===== config.mk =====
export PLATFORM = sky130hd
export DESIGN_NAME = serial_rx_ctl
export DESIGN_NICKNAME = d
export VERILOG_FILES = /design/src/rtl/srx_pkg.sv /design/src/rtl/srx_assembler.sv /design/src/rtl/srx_ring.sv /design/src/rtl/serial_rx_ctl.sv
export SDC_FILE = /design/constraint.sdc
export NUM_CORES = 1
export LEC_CHECK = 0
export BUFFER_PORTS_ARGS = -buffer_cell sky130_fd_sc_hd__buf_2
export CAP_MARGIN = 5
export CORE_ASPECT_RATIO = 1.4
export CORE_MARGIN = 2
export CORE_UTILIZATION = 50
export DETAILED_ROUTE_END_ITERATION = 6
export PLACE_DENSITY = 0.71
export RECOVER_POWER = 25
export SLEW_MARGIN = 20
export SYNTH_ARGS = -nofsm -noshare
export SYNTH_HDL_FRONTEND = slang
export SYNTH_SLANG_ARGS = --single-unit

===== constraint.sdc =====
create_clock -name clk -period 1.8 [get_ports clk]
set_input_delay 0.27 -clock clk [delete_from_list [all_inputs] [get_ports clk]]
set_output_delay 0.27 -clock clk [all_outputs]
set_load 0.01 [all_outputs]

===== src/rtl/srx_pkg.sv =====
package srx_pkg;
    typedef enum logic [1:0] {
        ASM_IDLE  = 2'd0,
        ASM_START = 2'd1,
        ASM_DATA  = 2'd2,
        ASM_STOP  = 2'd3
    } asm_state_e;

    localparam int STAT_W = 2;
    localparam int STAT_FE  = 0;
    localparam int STAT_BRK = 1;
endpackage


===== src/rtl/srx_assembler.sv =====
module srx_assembler
    import srx_pkg::*;
#(
    parameter int DATA_W = 8,
    parameter int OSR    = 16
) (
    input  logic              clk,
    input  logic              rst_n,
    input  logic              tick,
    input  logic              rx_s,
    input  logic              en,
    output logic              done,
    output logic [DATA_W-1:0] done_data,
    output logic              done_fe
);
    localparam int CNT_W = $clog2(OSR);
    localparam int BIT_W = (DATA_W > 1) ? $clog2(DATA_W) : 1;
    localparam int HALF  = OSR / 2;

    typedef struct packed {
        asm_state_e        state;
        logic [CNT_W-1:0]  cnt;
        logic [BIT_W-1:0]  bitn;
        logic [DATA_W-1:0] shreg;
        logic              prev;
    } asm_t;

    asm_t q, d;

    always_comb begin
        d         = q;
        done      = 1'b0;
        done_data = q.shreg;
        done_fe   = ~rx_s;
        if (tick) begin
            d.prev = rx_s;
            if (!en) begin
                d.state = ASM_IDLE;
                d.cnt   = '0;
                d.bitn  = '0;
            end else begin
                case (q.state)
                    ASM_IDLE: begin
                        if (q.prev && !rx_s) begin
                            d.state = ASM_START;
                            d.cnt   = '0;
                        end
                    end
                    ASM_START: begin
                        if (q.cnt == CNT_W'(HALF - 1)) begin
                            d.cnt  = '0;
                            d.bitn = '0;
                            d.state = rx_s ? ASM_IDLE : ASM_DATA;
                        end else begin
                            d.cnt = q.cnt + 1'b1;
                        end
                    end
                    ASM_DATA: begin
                        if (q.cnt == CNT_W'(OSR - 1)) begin
                            d.cnt   = '0;
                            d.shreg = {rx_s, q.shreg[DATA_W-1:1]};
                            if (q.bitn == BIT_W'(DATA_W - 1)) begin
                                d.state = ASM_STOP;
                            end else begin
                                d.bitn = q.bitn + 1'b1;
                            end
                        end else begin
                            d.cnt = q.cnt + 1'b1;
                        end
                    end
                    default: begin
                        if (q.cnt == CNT_W'(OSR - 1)) begin
                            done    = 1'b1;
                            d.cnt   = '0;
                            d.state = ASM_IDLE;
                        end else begin
                            d.cnt = q.cnt + 1'b1;
                        end
                    end
                endcase
            end
        end
    end

    always_ff @(posedge clk or negedge rst_n) begin
        if (!rst_n) begin
            q       <= '0;
            q.state <= ASM_IDLE;
            q.prev  <= 1'b1;
        end else begin
            q <= d;
        end
    end
endmodule


===== src/rtl/srx_ring.sv =====
module srx_ring #(
    parameter int DATA_W = 8,
    parameter int DEPTH  = 3,
    parameter int STAT_W = 2
) (
    input  logic              clk,
    input  logic              rst_n,
    input  logic              wr_stb,
    input  logic [DATA_W-1:0] wr_data,
    input  logic [STAT_W-1:0] wr_stat,
    input  logic              rd_stb,
    input  logic              realign,
    output logic [DATA_W-1:0] rd_data,
    output logic [STAT_W-1:0] rd_stat,
    output logic              nonempty,
    output logic              dropped
);
    localparam int PW = (DEPTH > 1) ? $clog2(DEPTH) : 1;
    localparam int CW = $clog2(DEPTH + 1);

    typedef struct packed {
        logic [DEPTH-1:0][DATA_W-1:0] mem;
        logic [DEPTH-1:0][STAT_W-1:0] stat;
        logic [PW-1:0]                wr;
        logic [PW-1:0]                rd;
        logic [CW-1:0]                fill;
    } ring_t;

    ring_t q, d;

    function automatic logic [PW-1:0] step(input logic [PW-1:0] p);
        return (p == PW'(DEPTH - 1)) ? '0 : p + 1'b1;
    endfunction

    logic full, do_wr, do_dec;

    always_comb begin
        d       = q;
        full    = (q.fill == CW'(DEPTH));
        do_wr   = wr_stb && !full;
        do_dec  = rd_stb && (q.fill != '0);
        dropped = 1'b0;
        if (realign) begin
            d.rd          = q.wr;
            d.fill        = '0;
            d.stat[q.wr]  = '0;
        end else begin
            dropped = wr_stb && full;
            if (do_wr) begin
                d.mem[q.wr]  = wr_data;
                d.stat[q.wr] = wr_stat;
                d.wr         = step(q.wr);
            end
            if (rd_stb) begin
                d.rd = step(q.rd);
            end
            if (do_wr && !do_dec) begin
                d.fill = q.fill + 1'b1;
            end else if (!do_wr && do_dec) begin
                d.fill = q.fill - 1'b1;
            end
        end
    end

    assign rd_data  = q.mem[q.rd];
    assign rd_stat  = q.stat[q.rd];
    assign nonempty = (q.fill != '0);

    always_ff @(posedge clk or negedge rst_n) begin
        if (!rst_n) begin
            q <= '0;
        end else begin
            q <= d;
        end
    end
endmodule


===== src/rtl/serial_rx_ctl.sv =====
module serial_rx_ctl
    import srx_pkg::*;
#(
    parameter int DATA_W = 8,
    parameter int OSR    = 16,
    parameter int DEPTH  = 3
) (
    input  logic              clk,
    input  logic              rst_n,
    input  logic              os_tick,
    input  logic              rx_in,
    input  logic              cmd_en,
    input  logic              cmd_dis,
    input  logic              cmd_rst,
    input  logic              rd_stb,
    output logic              rx_ready,
    output logic [DATA_W-1:0] rd_data,
    output logic              rd_frm_err,
    output logic              rd_brk,
    output logic              overrun,
    output logic              rx_on
);
    typedef struct packed {
        logic [1:0] sync;
        logic       on;
        logic       ovr;
    } ctl_t;

    ctl_t q, d;

    logic              asm_en;
    logic              asm_done;
    logic [DATA_W-1:0] asm_data;
    logic              asm_fe;
    logic              accept;
    logic [STAT_W-1:0] new_stat;
    logic [STAT_W-1:0] head_stat;
    logic              ring_drop;

    assign asm_en = q.on && !cmd_dis && !cmd_rst;
    assign accept = asm_done && asm_en;

    always_comb begin
        new_stat           = '0;
        new_stat[STAT_FE]  = asm_fe;
        new_stat[STAT_BRK] = asm_fe && (asm_data == '0);
    end

    srx_assembler #(
        .DATA_W (DATA_W),
        .OSR    (OSR)
    ) u_asm (
        .clk       (clk),
        .rst_n     (rst_n),
        .tick      (os_tick),
        .rx_s      (q.sync[1]),
        .en        (asm_en),
        .done      (asm_done),
        .done_data (asm_data),
        .done_fe   (asm_fe)
    );

    srx_ring #(
        .DATA_W (DATA_W),
        .DEPTH  (DEPTH),
        .STAT_W (STAT_W)
    ) u_ring (
        .clk      (clk),
        .rst_n    (rst_n),
        .wr_stb   (accept),
        .wr_data  (asm_data),
        .wr_stat  (new_stat),
        .rd_stb   (rd_stb),
        .realign  (cmd_rst),
        .rd_data  (rd_data),
        .rd_stat  (head_stat),
        .nonempty (rx_ready),
        .dropped  (ring_drop)
    );

    always_comb begin
        d      = q;
        d.sync = {q.sync[0], rx_in};
        if (cmd_rst) begin
            d.on  = 1'b0;
            d.ovr = 1'b0;
        end else begin
            if (cmd_dis) begin
                d.on = 1'b0;
            end else if (cmd_en) begin
                d.on = 1'b1;
            end
            if (ring_drop && asm_en) begin
                d.ovr = 1'b1;
            end
        end
    end

    always_ff @(posedge clk or negedge rst_n) begin
        if (!rst_n) begin
            q      <= '0;
            q.sync <= 2'b11;
        end else begin
            q <= d;
        end
    end

    assign rd_frm_err = head_stat[STAT_FE];
    assign rd_brk     = head_stat[STAT_BRK];
    assign overrun    = q.ovr;
    assign rx_on      = q.on;
endmodule


# After elaboration in Yosys (flattened, before gate mapping)
# Cells that the tools add are included.
# word_totals
reg_bits	58
input_bits	8
word_cells	118
# classes
addsub	6
order_cmp	3
eq_ne	15
mux	41
bitwise	4
n_reduce_logical	32
# ops
op	n
2-to-1 mux 2 bit	13
bitwise mux 24 bit	1
2-to-1 mux 8 bit	3
case mux 6 bit (3 select lines)	1
binary-select mux 8 bit (select 2 bit)	1
demux 8 bit (select 2 bit)	1
logical AND 1 bit	12
2-to-1 mux 4 bit	3
2-to-1 mux 6 bit	2
!= test 3 x 2 -> 1 bit, second input constant	4
2-to-1 mux 11 bit	1
2-to-1 mux 9 bit	1
equality test 2 bit, second input constant	4
logical NOT 8 bit	1
2-to-1 mux 1 bit	8
nonzero test 2 bit	4
adder 2 x 1 -> 2 bit, second input constant	3
AND 6 bit	1
bitwise mux 6 bit	1
logical NOT 1 bit	6
less-than comparator 2 x 3 -> 1 bit, second input constant	2
2-to-1 mux 3 bit	2
NOT 6 bit	1
case mux 3 bit (2 select lines)	1
other kinds (21)	24

# Depth between registers and ports, before layout
# Gate-level depths: netlist of run 1.
# depth
depth_word	12
ltp_mapped	7
mapped_depth_nobuf	6

# Modules after synthesis
# From an unflattened synthesis of run 1, not the netlist that was laid out.
# unflattened
hier_cells	258
area_unflattened_um2	2967.8
# modules_own_cells
module	n_inst	cells_per_inst	area_per_inst_um2
srx_ring	1	143	1736.7
srx_assembler	1	102	1067.3
serial_rx_ctl	1	13	163.9

# Least setup slack after synthesis of run 1
# Ideal clock, no wire load.
# synth_path
kind	register -> register
from	reg u_asm.q[12] (netlist name)
to	reg u_ring.q[20] (netlist name)
setup_ns	0.125
arrival_time_ns	1.794
required_ns	1.675
setup_slack_ns	-0.119
stages_incl_launch_ff	8
n_path_buf	2
path_cell_list	dfrtp_1 -> ha_1 -> and4_1 -> and4_1 -> clkbuf_1 -> and2_1 -> buf_2 -> mux2_2
# synth_via
elab_chain_len	8
# synth_rtl
item	line_no	source
start: declaration	srx_assembler.sv:28	asm_t q, d;
equality test 4 bit	srx_assembler.sv:72	if (q.cnt == CNT_W'(OSR - 1)) begin
2-to-1 mux 1 bit	srx_assembler.sv:72	
2-to-1 mux 1 bit	srx_assembler.sv:42	case (q.state)
2-to-1 mux 1 bit	srx_assembler.sv:37	if (!en) begin
2-to-1 mux 1 bit	srx_assembler.sv:35	if (tick) begin
logical AND 1 bit	serial_rx_ctl.sv:41	assign accept = asm_done && asm_en;
logical AND 1 bit	srx_ring.sv:40	do_wr = wr_stb && !full;
AND reduction 2 bit (no source line)	--	
end signal: assignment	srx_ring.sv:71	q <= '0;
end signal: assignment	srx_ring.sv:73	q <= d;
end: declaration	srx_ring.sv:29	ring_t q, d;
# Every way passes these cells.
# A chain may end at the register's enable or synchronous reset.

# Worst setup path in the final report of run 1
# layout_path
from	reg q (netlist bit rx_on)
to	reg u_asm.q (netlist bit u_asm.done_data[4])
# layout_via
elab_chain_len	3
# layout_rtl
item	line_no	source
start: declaration	serial_rx_ctl.sv:29	ctl_t q, d;
logical AND 1 bit (2 in a row)	serial_rx_ctl.sv:40	assign asm_en = q.on && !cmd_dis && !cmd_rst;
AND reduction 4 bit (no source line)	--	
# Every way passes these cells.

==> results of run 1 <==
-- critical path, delay by kind of cell (launching register included) --
| kind | cells | cell delay [ns] |
|---|---|---|
| AND/OR/NAND/NOR | 2 | 0.95 |
| multiplexers | 1 | 0.33 |
| flip-flops | 1 | 0.37 |
-- area by class of cell --
type,instances,area [sq um]
clock buffers,11,141
clock inverters,5,77.6
fillers,448,2020
inverters,5,18.8
multi-input cells,166,1310
flip-flops and latches,58,1460
well taps,68,85.1
repair buffers,46,338
-- per-layer routing --
layer	vias to the layer above	routed length (um)	track usage, %
met5	-	0	0
met4	0	92	7.65
met3	7	144	5.10
met2	28	3070	33.3
met1	1010	2520	26.0
li1	970	-	-
-- layout by cell type, fill, tap and decap left out, types with 5 or more instances in the layout --
master / count
nand2_1: 26
nor2b_1: 5
dfrtp_1: 52
mux2_4: 8
o21ai_0: 19
mux2i_1: 11
clkbuf_8: 10
mux2_2: 26
buf_4: 20
inv_1: 5
a21oi_1: 7
nor2_1: 8
buf_2: 19
a22o_1: 6
-- stage by stage --
step	std cells	power, mW	area (sq um)
6_report	359	2.79	3430
5_1_grt	359	2.89	3430
4_1_cts	358	2.82	3400
3_5_place_dp	340	1.49	3140
3_3_place_gp	340	1.48	3140
2_1_floorplan	241	1.41	2790
-- worst min path at each step --
stage                     startpoint       to  slack, ns  depth (start not counted)
after floorplan                rst_n  overrun      -0.03                          0
after global placement         rst_n  overrun       0.22                          1
after detailed placement       rst_n  overrun       0.22                          1
after CTS                      rx_in     d[3]       0.03                          1
after global routing           rx_in     d[3]       0.02                          1
final                          rx_in     d[3]       0.04                          1
-- what timing repair did --
action	in CTS	in global routing
gates cloned	0	1
buffers inserted	1	0
gates resized for setup	4	12
hold buffers	1	0
endpoints found under the hold margin	12	0
endpoints found under the setup margin	25	32
-- flip-flops by register name, summed over array words and instances (netlist names) --
register         flops
u_asm.done_data      8
u_ring.q            36
rx_on                1
overrun              1
d                    1
q                    1
u_asm.q             10
-- power by group --
group          switching [mW]  internal (mW)  leakage (nW)
Combinational          0.0765         0.0575         0.756
Sequential             0.0147           1.32         0.793
Clock                   0.512          0.812         0.109
Total                   0.604           2.19          1.66
-- cell families after synthesis --
kind of cell             count (synthesis)  share of synthesized area, %
AO/OA/AOI/OAI                           46                          10.2
flip-flops                              58                          52.2
multiplexers                            45                          18.8
AND/OR/NAND/NOR                         70                          14.1
adder cells (fa/ha/maj)                  3                          1.35
buffers and inverters                   18                          3.01
XOR/XNOR                                 1                         0.315
==> results by group, run 1 <==
Synth
  – Synth Flop Type: dfrtp_1
  – Most frequent cell after synthesis: dfrtp_1
  – Number of synthesized flops with an enable pin: 0
  – Sequential-to-total area share from yosys stat: 52.2%
  – Post-synthesis cell area: 0.00279 sq mm
  – Synth top area share: 49.4%
  – Synth async-reset ratio: 100%
  – Top cells by count, synth: dfrtp_1 (55), mux2_2 (26), nand2_1 (26)
  – Mapped Avg Cell Area: 11.6 sq um
  – Synth area leaders: dfrtp_1 (49%), mux2_2 (11%), mux2_4 (4.3%), mux2i_1 (4.0%), o21ai_0 (4.0%)
  – Syn Nets: 252
  – Synth warn: 0
  – Cell count after synthesis: 241
  – Number of synthesized register bits: 58
  – Largest area contributor in the netlist: dfrtp_1
  – Post-synth cell types: 45

Detailed routing
  – Vias per cell: 5.61
  – Detailed Route Iter0 Violations: 60
  – DRC: 0
  – DR WL/cell: 16.2 um
  – ANT nets after route: 0
  – Vias: 2015
  – Post-Route WL: 5.83 mm
  – Drt pass-1 iters: 4

Global route
  – Gr ovfl total: 0
  – Total Routing Usage GR: 20.5%
  – Largest net degree at the start of global routing: 44
  – Vias in the first global route: 1974
  – Initial antenna violation count: 0
  – First-pass GRT wire length: 9.38 mm

Flow run
  – Maxcap violations: 0

Setup path
  – Critical Path Fanout Max: 5
  – Crit path kind: flip-flop to flip-flop
  – Arr. time, crit path: 1.98 ns
  – CP Capture Point: u_asm.done_data[4]
  – Worst r2r src: rx_on
  – Startpoint Class: flip-flop
  – R2R Path End: u_asm.done_data[4]
  – Crit-path max cell delay: 0.52 ns
  – Crit path required time: 2.02 ns
  – Slowest cell on crit path: or4_4
  – Worst setup EP type: flip-flop
  – Cell Chain, Critical Path: or3b_1 > or4_4 > mux2_4
  – R2r setup slk: 0.05 ns
  – Worst r2r path cells: 3
  – Critical path origin: rx_on

Power
  – Leak: 1.66 nW
  – Max IR drop VDD: 0.000754 V
  – Power Dens Cells: 814 mW/mm^2

Clock network
  – H-tree depth: 3
  – TritonCTS buffer count: 9
  – Clk root buf: clkbuf_8
  – Clk_lat worst skew: 0.34 ns
  – TritonCTS clock tree: yes
  – Total clock sinks: 58
  – Clock buffer depth: 2
  – CTS clk-pin slew, worst paths: 0.07 ns

STA
  – Final Skew: 0.00912 ns
  – Final setup fails: 0
  – Hold Fails Final Rpt: 0
  – RSZ-0062 raised after global routing: yes
  – Fin Setup TNS: 0 ns
  – Final period utilization: 97.4%
  – Final WS setup: 0.0464 ns
  – WHS: 0.0371 ns
  – Final max-slew violation count: 0
  – Tmin final: 1.75 ns
  – Actual slew at the worst max-slew pin: 0.916 ns
  – F_max: 570 MHz
  – Worst slew margin: 38.9%

Placement
  – Post-DP HPWL: 3.89 mm
  – Buffers on Ports: 20
  – Worst slack, placed: -0.0385 ns
  – Routability cong.: 0.820

Die
  – Die area: 0.00619 sq mm
  – Die Wd: 67.1 um
  – Core area: 0.00545 sq mm
  – I/O Pins: 21
  – Initial core utilization: 51.1%
  – Die height: 92.3 um
  – Row cnt: 32

Layout
  – Nets@finish: 297
  – Core Util, Final: 63.0%
  – Share of layout cells above drive strength 1: 38.5%
  – N_diodes: 0
  – Synthesis-to-finish area growth: 23.1%

Hold path
  – Hold Path Class: primary input to flip-flop

Status
  – Status: completed
Power figures use the tool's default switching activity.
==> inputs of run 2 (changes only) <==
--- a/config.mk
+++ b/config.mk
@@ -5,7 +5,7 @@
 export SDC_FILE = /design/constraint.sdc
 export NUM_CORES = 1
 export LEC_CHECK = 0
-export BUFFER_PORTS_ARGS = -buffer_cell sky130_fd_sc_hd__buf_2
+export BUFFER_PORTS_ARGS = -buffer_cell sky130_fd_sc_hd__clkbuf_2
 export CAP_MARGIN = 5
 export CORE_ASPECT_RATIO = 1.4
 export CORE_MARGIN = 2
@@ -13,6 +13,7 @@
 export DETAILED_ROUTE_END_ITERATION = 6
 export PLACE_DENSITY = 0.71
 export RECOVER_POWER = 25
+export REMOVE_ABC_BUFFERS = 1
 export SLEW_MARGIN = 20
 export SYNTH_ARGS = -nofsm -noshare
 export SYNTH_HDL_FRONTEND = slang
==> constraint.sdc (replaced) <==
create_clock -name clk -period 1.8 [get_ports clk]
set_input_delay 0.36 -clock clk [delete_from_list [all_inputs] [get_ports clk]]
set_output_delay 0.36 -clock clk [all_outputs]
set_load 0.01 [all_outputs]
==> results by group, run 2 (synthesis gave the netlist of run 1 again) <==
Setup path
  – Worst setup EP type: flip-flop
  – Crit-path max cell delay: 0.55 ns (+0.03 ns)
  – R2R Path End: u_asm.done_data[5]
  – Slowest cell on crit path: or4_4
  – Worst r2r path cells: 3 (unchanged)
  – R2r setup slk: 0.03 ns (-0.02 ns)
  – Arr. time, crit path: 1.98 ns (about the same)
  – Critical Path Fanout Max: 9 (+4)
  – Cell Chain, Critical Path: or3b_4 > or4_4 > mux2_4
  – Crit path required time: 2.01 ns (about the same)
  – Crit path kind: flip-flop to flip-flop
  – Worst r2r src: rx_on
  – Startpoint Class: flip-flop

Layout
  – Commonest non-fill, non-tap cell in the layout: dfrtp_1
  – Commonest non-fill, non-tap cells in the layout: dfrtp_1 (55), nand2_1 (26), mux2_2 (26)
  – Fin cells: 358 (-0.28%)
  – Share of layout cells above drive strength 1: 37.9% (-0.56 points)
  – Core Util, Final: 61.9% (-1.1 points)
  – Nets@finish: 296 (-0.34%)
  – Max FFs per register: 36 (unchanged)
  – Design Area, Final: 0.00337 sq mm (-1.8%)
  – Synthesis-to-finish area growth: 20.9%
  – Biggest register: u_ring.q
  – N_diodes: 0 (unchanged)

Placement
  – Post-DP HPWL: 3.95 mm (+1.6%)
  – Buffers on Ports: 20 (unchanged)
  – Routability cong.: 0.803 (-2.1%)
  – Placed cell area: 0.00313 sq mm (-0.24%)
  – Placed Instances: 341 (+0.29%)

Clock network
  – TritonCTS clock tree: yes
  – CTS clk-pin slew, worst paths: 0.07 ns (about the same)
  – Clk root buf: clkbuf_8
  – H-tree depth: 3 (unchanged)
  – Total clock sinks: 58 (unchanged)
  – TritonCTS buffer count: 9 (unchanged)
  – Clock buffer depth: 2 (unchanged)
  – Clk_lat worst skew: 0.33 ns (about the same)

Power
  – Switching Power: 0.609 mW (+0.86%)
  – Net Sw Frac: 22.1% (+0.50 points)
  – Leak: 1.65 nW (-0.66%)
  – Clock power frac: 47.2% (-0.3 points)
  – Power Internal: 2.14 mW (-2.0%)
  – Total power draw: 2.75 mW (-1.4%)
  – Max IR drop VDD: 0.000511 V (-32%)
  – Combinational group share of total power: 4.7% (about the same)
  – Seq pwr share: 48.1% (+0.4 points)
  – Power Dens Cells: 817 mW/mm^2 (+0.35%)

Hold path
  – WHS Endpoint: d[3]
  – Min-delay src: rx_in
  – Hold Path Class: primary input to flip-flop
  – Hold-critical path depth: 1 (unchanged)

Die
  – Row cnt: 32 (unchanged)
  – Die area: 0.00619 sq mm (unchanged)
  – I/O Pins: 21 (unchanged)
  – Initial core utilization: 51.1% (unchanged)
  – Die height: 92.3 um (unchanged)
  – Core area: 0.00545 sq mm (unchanged)
  – Die Wd: 67.1 um (unchanged)

Detailed routing
  – Vias: 1972 (-2.1%)
  – Vias per cell: 5.51 (-1.9%)
  – Drt pass-1 iters: 4 (unchanged)
  – Detailed Route Iter0 Violations: 82 (+37%)
  – DR WL/cell: 15.4 um (-4.9%)
  – DRC: 0 (unchanged)
  – Post-Route WL: 5.52 mm (-5.2%)
  – ANT nets after route: 0 (unchanged)

STA
  – Tmin final: 1.77 ns (+0.0154 ns)
  – Actual slew at the worst max-slew pin: 1.38 ns (+0.465 ns)
  – F_max: 565 MHz (-0.87%)
  – RSZ-0062 raised after global routing: yes
  – Final Skew: 0.0102 ns (+0.00110 ns)
  – Final max-slew violation count: 0 (unchanged)
  – Final period utilization: 98.3% (+0.86 points)
  – WHS: 0.116 ns (+0.0788 ns)
  – Worst slew margin: 7.94% (-31 points)
  – Hold Fails Final Rpt: 0 (unchanged)
  – Final setup fails: 0 (unchanged)

Global route
  – Gr ovfl total: 0 (unchanged)
  – Largest net degree at the start of global routing: 59 (+34%)
  – Vias in the first global route: 2033 (+3.0%)
  – First-pass GRT wire length: 9.38 mm (about the same)
  – Total Routing Usage GR: 20.2% (-0.32 points)
  – Initial antenna violation count: 0 (unchanged)

Flow run
  – Maxcap violations: 0 (unchanged)

Status
  – Status: completed
-- run 2: power by group through the flow --
stage	Clock, mW	Combinational (mW)	Sequential [mW]
6_report	1.30	0.129	1.32
5_1_grt	1.40	0.144	1.32
4_1_cts	1.32	0.133	1.32
3_5_place_dp	0	0.132	1.35
3_3_place_gp	0	0.130	1.35
2_1_floorplan	0	0.0397	1.36
-- run 2: critical path, delay by kind of cell, from the launching register on --
kind | cells | cell delay (ns)
flops | 1 | 0.37
mux | 1 | 0.34
simple gates | 2 | 0.94
-- run 2: worst max-delay path by stage --
stage	startpoint	endpoint	slack, ns	cells past startpoint
detailed placement	cmd_rst	u_ring.q[32]	-0.15	6
floorplan	u_asm.q[12]	u_ring.q[28]	-0.08	5
global route	u_ring.q[2]	rd_data[7]	-0.02	5
CTS	u_asm.q[12]	u_ring.q[32]	0.009	6
global placement	cmd_rst	u_ring.q[25]	-0.11	6
finish	rx_on	u_asm.done_data[5]	0.03	3
-- run 2: through the flow --
stage               worst slack (ns)  setup TNS, ns
floorplan                    -0.0815          -1.47
global placement              -0.107          -2.38
detailed placement            -0.148          -3.06
CTS                          0.00938              0
global route                 -0.0166        -0.0838
finish                        0.0309              0
-- run 2: per-layer routing --
layer / vias up / GRT usage [%] / routed length [um]
met1: 983 / 24.3 / 2340
met4: 0 / 7.14 / 74
li1: 958 / - / -
met2: 24 / 34.8 / 2970
met3: 7 / 4.37 / 140
met5: - / 0 / 0
-- run 2: cell type report --
type	instances	area, sq um
Clock buffer	9	124
Clock inverter	7	93.8
Fill cell	474	2080
Inverter	5	18.8
Multi-Input combinational cell	165	1270
Sequential cell	58	1460
Tap cell	68	85.1
Timing Repair Buffer	46	318
-- run 2: timing repair --
action | in CTS | in global routing
hold buffers | 0 | 0
buffers inserted | 0 | 1
endpoints found under the hold margin | 0 | 0
endpoints found under the setup margin | 16 | 33
resized for setup | 1 | 15
